**src/rtl/hbi_pkg.sv**
```systemverilog
package hbi_pkg;

    typedef enum logic [1:0] {
        ST_IDLE    = 2'd0,
        ST_ACTIVE  = 2'd1,
        ST_RELEASE = 2'd2
    } hbi_state_e;

endpackage

```
**src/rtl/hbi_decoder.sv**
```systemverilog
module hbi_decoder #(
    parameter int ADDR_W   = 16,
    parameter int SEL_BITS = 8,
    parameter int N_SLV    = 12,
    localparam int IDX_W   = $clog2(N_SLV)
) (
    input  logic [ADDR_W-1:0] addr,
    output logic              hit,
    output logic [IDX_W-1:0]  idx
);
    localparam logic [SEL_BITS-1:0] LIMIT = SEL_BITS'(N_SLV);

    logic [SEL_BITS-1:0] region;

    always_comb begin
        region = addr[ADDR_W-1 -: SEL_BITS];
        hit    = (region < LIMIT);
        idx    = hit ? region[IDX_W-1:0] : '0;
    end
endmodule

```
**src/rtl/hbi_default_resp.sv**
```systemverilog
module hbi_default_resp (
    input  logic clk,
    input  logic rst,
    input  logic miss_active,
    output logic dflt_ack
);
    logic ack_d, ack_q;

    always_comb begin
        ack_d = miss_active;
    end

    always_ff @(posedge clk) begin
        if (rst) ack_q <= 1'b0;
        else     ack_q <= ack_d;
    end

    assign dflt_ack = ack_q;
endmodule

```
**src/rtl/hbi_return_mux.sv**
```systemverilog
module hbi_return_mux #(
    parameter int N_SLV  = 12,
    parameter int DATA_W = 16,
    localparam int IDX_W = $clog2(N_SLV)
) (
    input  logic [N_SLV-1:0]        s_ack,
    input  logic [N_SLV*DATA_W-1:0] s_rdata,
    input  logic [IDX_W-1:0]        tgt,
    input  logic                    hit,
    input  logic                    dflt_ack,
    output logic                    tgt_ack,
    output logic [DATA_W-1:0]       tgt_rdata
);
    logic [N_SLV-1:0]  onehot;
    logic              ack_or;
    logic [DATA_W-1:0] data_or;

    genvar g;
    generate
        for (g = 0; g < N_SLV; g++) begin : g_sel
            assign onehot[g] = hit && (tgt == IDX_W'(g));
        end
    endgenerate

    always_comb begin
        ack_or  = 1'b0;
        data_or = '0;
        for (int i = 0; i < N_SLV; i++) begin
            ack_or  = ack_or | (onehot[i] & s_ack[i]);
            data_or = data_or | ({DATA_W{onehot[i]}} & s_rdata[i*DATA_W +: DATA_W]);
        end
        tgt_ack   = hit ? ack_or : dflt_ack;
        tgt_rdata = hit ? data_or : '0;
    end
endmodule

```
**src/rtl/hbi_ctrl.sv**
```systemverilog
module hbi_ctrl
    import hbi_pkg::*;
#(
    parameter int ADDR_W  = 16,
    parameter int DATA_W  = 16,
    parameter int N_SLV   = 12,
    parameter int OFS_W   = 8,
    localparam int IDX_W  = $clog2(N_SLV)
) (
    input  logic              clk,
    input  logic              rst,
    input  logic              m_req,
    input  logic              m_we,
    input  logic [ADDR_W-1:0] m_addr,
    input  logic [DATA_W-1:0] m_wdata,
    input  logic              dec_hit,
    input  logic [IDX_W-1:0]  dec_idx,
    input  logic              tgt_ack,
    input  logic [DATA_W-1:0] tgt_rdata,
    output logic              m_ack,
    output logic [DATA_W-1:0] m_rdata,
    output logic [N_SLV-1:0]  s_sel,
    output logic [OFS_W-1:0]  s_addr,
    output logic              s_we,
    output logic [DATA_W-1:0] s_wdata,
    output logic [IDX_W-1:0]  tgt,
    output logic              hit,
    output logic              miss_active
);
    typedef struct packed {
        hbi_state_e        state;
        logic [IDX_W-1:0]  tgt;
        logic              hit;
        logic [OFS_W-1:0]  ofs;
        logic              we;
        logic [DATA_W-1:0] wdata;
        logic              ack;
        logic [DATA_W-1:0] rdata;
    } ctrl_t;

    ctrl_t r_d, r_q;

    always_comb begin
        r_d = r_q;
        case (r_q.state)
            ST_IDLE: begin
                if (m_req) begin
                    r_d.state = ST_ACTIVE;
                    r_d.tgt   = dec_idx;
                    r_d.hit   = dec_hit;
                    r_d.ofs   = m_addr[OFS_W-1:0];
                    r_d.we    = m_we;
                    r_d.wdata = m_wdata;
                end
            end
            ST_ACTIVE: begin
                if (!m_req) r_d.state = ST_RELEASE;
            end
            ST_RELEASE: begin
                if (!tgt_ack) r_d.state = ST_IDLE;
            end
            default: r_d.state = ST_IDLE;
        endcase
        r_d.ack = (r_q.state != ST_IDLE) && tgt_ack;
        if ((r_q.state == ST_ACTIVE) && tgt_ack && !r_q.we) begin
            r_d.rdata = tgt_rdata;
        end
    end

    always_ff @(posedge clk) begin
        if (rst) begin
            r_q <= '{state: ST_IDLE, tgt: '0, hit: 1'b0, ofs: '0, we: 1'b0,
                     wdata: '0, ack: 1'b0, rdata: '0};
        end else begin
            r_q <= r_d;
        end
    end

    always_comb begin
        for (int i = 0; i < N_SLV; i++) begin
            s_sel[i] = (r_q.state == ST_ACTIVE) && r_q.hit && (r_q.tgt == IDX_W'(i));
        end
        miss_active = (r_q.state == ST_ACTIVE) && !r_q.hit;
    end

    assign m_ack   = r_q.ack;
    assign m_rdata = r_q.rdata;
    assign s_addr  = r_q.ofs;
    assign s_we    = r_q.we;
    assign s_wdata = r_q.wdata;
    assign tgt     = r_q.tgt;
    assign hit     = r_q.hit;
endmodule

```
**src/rtl/hbi_fabric.sv**
```systemverilog
module hbi_fabric #(
    parameter int ADDR_W   = 16,
    parameter int DATA_W   = 16,
    parameter int N_SLV    = 12,
    parameter int SEL_BITS = 8,
    parameter int OFS_W    = 8,
    localparam int IDX_W   = $clog2(N_SLV)
) (
    input  logic                    clk,
    input  logic                    rst,
    input  logic                    m_req,
    input  logic                    m_we,
    input  logic [ADDR_W-1:0]       m_addr,
    input  logic [DATA_W-1:0]       m_wdata,
    output logic                    m_ack,
    output logic [DATA_W-1:0]       m_rdata,
    output logic [N_SLV-1:0]        s_sel,
    output logic [OFS_W-1:0]        s_addr,
    output logic                    s_we,
    output logic [DATA_W-1:0]       s_wdata,
    input  logic [N_SLV-1:0]        s_ack,
    input  logic [N_SLV*DATA_W-1:0] s_rdata
);
    logic              dec_hit;
    logic [IDX_W-1:0]  dec_idx;
    logic [IDX_W-1:0]  tgt;
    logic              hit;
    logic              miss_active;
    logic              dflt_ack;
    logic              tgt_ack;
    logic [DATA_W-1:0] tgt_rdata;

    hbi_decoder #(.ADDR_W(ADDR_W), .SEL_BITS(SEL_BITS), .N_SLV(N_SLV)) u_dec (
        .addr(m_addr), .hit(dec_hit), .idx(dec_idx)
    );

    hbi_ctrl #(.ADDR_W(ADDR_W), .DATA_W(DATA_W), .N_SLV(N_SLV), .OFS_W(OFS_W)) u_ctrl (
        .clk(clk), .rst(rst), .m_req(m_req), .m_we(m_we), .m_addr(m_addr),
        .m_wdata(m_wdata), .dec_hit(dec_hit), .dec_idx(dec_idx),
        .tgt_ack(tgt_ack), .tgt_rdata(tgt_rdata), .m_ack(m_ack),
        .m_rdata(m_rdata), .s_sel(s_sel), .s_addr(s_addr), .s_we(s_we),
        .s_wdata(s_wdata), .tgt(tgt), .hit(hit), .miss_active(miss_active)
    );

    hbi_default_resp u_dflt (
        .clk(clk), .rst(rst), .miss_active(miss_active), .dflt_ack(dflt_ack)
    );

    hbi_return_mux #(.N_SLV(N_SLV), .DATA_W(DATA_W)) u_mux (
        .s_ack(s_ack), .s_rdata(s_rdata), .tgt(tgt), .hit(hit),
        .dflt_ack(dflt_ack), .tgt_ack(tgt_ack), .tgt_rdata(tgt_rdata)
    );
endmodule

```
**config.mk**
```make
export PLATFORM = sky130hd
export DESIGN_NAME = hbi_fabric
export DESIGN_NICKNAME = d
export VERILOG_FILES = /design/src/rtl/hbi_pkg.sv /design/src/rtl/hbi_decoder.sv /design/src/rtl/hbi_default_resp.sv /design/src/rtl/hbi_return_mux.sv /design/src/rtl/hbi_ctrl.sv /design/src/rtl/hbi_fabric.sv
export SDC_FILE = /design/constraint.sdc
export NUM_CORES = 1
export LEC_CHECK = 0
export BUFFER_PORTS_ARGS = -buffer_cell sky130_fd_sc_hd__buf_2
export CORE_AREA = 2 2 114 116
export DETAILED_ROUTE_END_ITERATION = 8
export DIE_AREA = 0 0 116 118
export PLACE_DENSITY = 0.7
export SETUP_SLACK_MARGIN = 0.3
export SLEW_MARGIN = 20
export SYNTH_ARGS = -nofsm -noshare
export SYNTH_HDL_FRONTEND = slang
export SYNTH_SLANG_ARGS = --single-unit
export TNS_END_PERCENT = 1
```
**constraint.sdc**
```tcl
create_clock -name clk -period 4.4 [get_ports clk]
set_clock_uncertainty 0.1 [all_clocks]
set_input_delay 0.66 -clock clk [delete_from_list [all_inputs] [get_ports clk]]
set_output_delay 0.66 -clock clk [all_outputs]
set_load 0.005 [all_outputs]
```
==> impl_metrics.toml <==
[drt]
antenna_left = 0
routed_via_density = 5.32
drc = 0
wl_mm = 17.9
drt_iter0_drc = 478
first_pass_iters = 5
via_count = 4837
routedWlPerCell_um = 19.7

[worst_setup_path]
slowest_stage = "dfxtp_1"
criticalPathCategory = "reg -> out"
end_kind = "output port"
path_cells = "nand3b_1 > nor4_1 > buf_2"
cpPeakStageDelay_ns = 0.87
worstPathArrival_ns = 2.48
cp_max_fo = 21
worstPathRequired_ns = 3.64
start_kind = "flip-flop"
r2r_setup_slack_ns = 1.34

[pwr]
power_leakage_nw = 2.50
p_per_area_nw_per_um2 = 203
max-vdd-ir-drop_mv = 0.159

[clock_network]
insertion_delay_ns = 0.29
clk_pin_slew_worst_paths_ns = 0.07
cts_tree = "built"
post_cts.repair.setup_buffers = 0
htree_num_levels = 2
postCtsHoldBufs = 0
cts_buffers = 5
cts_resized = 0
root_buffer = "clkbuf_16"
cts_max_path_buffers = 2
cts.sinks = 50

[sta]
fin_crit_ns = 3.24
finalHoldViolCount = 0
tns_ns = 0
rsz0062_at_grt = "false"
fin_crit_sh = 0.735
setup_viol = 0
worst_slew_margin_rel = 0.262
slew_viol_final = 0
max_clock_freq_ghz = 0.309
tightestPinTransition_ns = 1.11

[global_routing]
first_global_vias = 4927
antenna_found_initial = 7
grt_usage = 0.252
grt_pass1_wl_mm = 26.4
grt_remaining_overflow = 0
grt_max_degree = 45

[layout]
area_delta_synth_final_pct = 34.2
layout_commonest_cell = "buf_2"
nets = 973
layoutNonFillerInstCount = 909
finalInstanceArea_um2 = 5510
drive_gt1_frac = 0.490
fillerInstances = 1326
layout_common_cells = "buf_2, nand2_1, dfxtp_1"

[logic_synthesis]
synth_edf_count = 0
synthArstFlopShare = 0
syn-num-nets = 752
syn-cell-area_um2 = 4110
ys_warn_count = 0
ys_ff_latch = 50
yosysSeqAreaShare = 0.244
syn_avg_cell_area_um2 = 8.02
synth_cell_types = 62
netlist_instances = 512
synthFlopType = "dfxtp_1"

[floorplan]
num_rows = 41
dieWidth_um = 116
die-area_um2 = 13700
pin_count = 294
core_area_um2 = 12400
fp.dieH_um = 118
start_util = 0.331

[placement]
dp.cells = 898
io_buffers = 293
dp_hpwl_mm = 13.9
gp_congestion = 0.957
placed_cell_area_um2 = 5330

[job]
maxCapViolations = 0

[hold_path]
hp-class = "reg -> reg"

[outcome]
status = "finished, final reports clean"
## sequential cells by signal, indices dropped and copies added, names as in the netlist
register	count
u_ctrl.m_rdata	16
u_ctrl.s_wdata	16
u_ctrl.s_addr	8
u_ctrl.tgt	4
u_ctrl.r_q	2
u_ctrl.hit	1
u_ctrl.m_ack	1
u_ctrl.s_we	1
u_dflt.dflt_ack	1
## area by class of cell
cell class / count / area [µm²] / area share
clock buffer: 8 / 166 / 0.0302
timing repair buffer: 303 / 1540 / 0.280
tap: 172 / 215 / 0.0391
antenna: 3 / 7.51 / 0.00136
sequential: 50 / 1000 / 0.182
inverter: 4 / 15.0 / 0.00273
multi-input combinational: 369 / 2560 / 0.465
## stage by stage
stage,utilization,setup WS [ns],hold slack [ns],total power (W)
4_1_cts,0.443,1.18,0.352,0.00113
3_5_place_dp,0.429,1.39,0.343,0.000702
5_1_grt,0.444,1.01,0.372,0.00117
2_1_floorplan,-,2.31,0.337,0.000580
3_3_place_gp,0.429,1.49,0.339,0.000702
6_report,0.444,1.16,0.350,0.00112
## logic make-up after synthesis
family | synth area share
AND/OR/NAND/NOR | 0.213
AO/OA/AOI/OAI | 0.226
flip-flops | 0.244
multiplexers | 0.181
buffers and inverters | 0.136
## cell usage after synthesis (all sizes together), types with 3 or more instances
cell / instances / share of area
a211o: 3 / 0.0064
a21oi: 38 / 0.046
a221oi: 3 / 0.0064
a22o: 5 / 0.011
a22oi: 17 / 0.031
a31oi: 6 / 0.0091
a32o: 6 / 0.015
a32oi: 14 / 0.030
a41o: 5 / 0.012
and3: 4 / 0.0073
buf: 63 / 0.11
clkbuf: 26 / 0.024
dfxtp: 50 / 0.24
inv: 4 / 0.0037
mux2: 37 / 0.10
mux2i: 30 / 0.073
nand2: 79 / 0.072
nand2b: 4 / 0.0061
nand3: 22 / 0.027
nand3b: 4 / 0.0073
nand4: 3 / 0.0046
nor2: 14 / 0.013
nor2b: 3 / 0.0046
nor3: 13 / 0.019
nor4: 7 / 0.011
nor4bb: 3 / 0.0073
o211ai: 4 / 0.0085
o21ai: 12 / 0.017
o31ai: 5 / 0.0091
## final timing paths
check | cells past startpoint | to | startpoint
worst max-delay path | 3 | s_sel[10] | u_ctrl.tgt[3]
worst min-delay path | 2 | u_ctrl.s_wdata[2] | u_ctrl.s_wdata[2]
worst max register to register | 5 | u_ctrl.m_rdata[14] | u_ctrl.tgt[3]
worst min register to register | 2 | u_ctrl.s_wdata[2] | u_ctrl.s_wdata[2]
## worst max-delay path: cells and delay by family (launching register included)
family	cells	cell delay (ns)
and+or+nand+nor	2	1.11
DFF	1	0.87
buffers and inverters	1	0.19
## report_power, final
group | switching (W) | total (W) | internal [W]
sequential | 0.00000959 | 0.000477 | 0.000468
combinational | 0.0000960 | 0.000215 | 0.000119
clock | 0.000167 | 0.000425 | 0.000258
## layer usage
layer	wire length (µm)	vias to the layer above	global-route usage
li1	-	2309	-
met1	6770	2158	0.302
met2	8140	319	0.407
met3	2260	45	0.0896
met4	667	6	0.103
met5	37	-	0
Power figures use the tool's default switching activity.
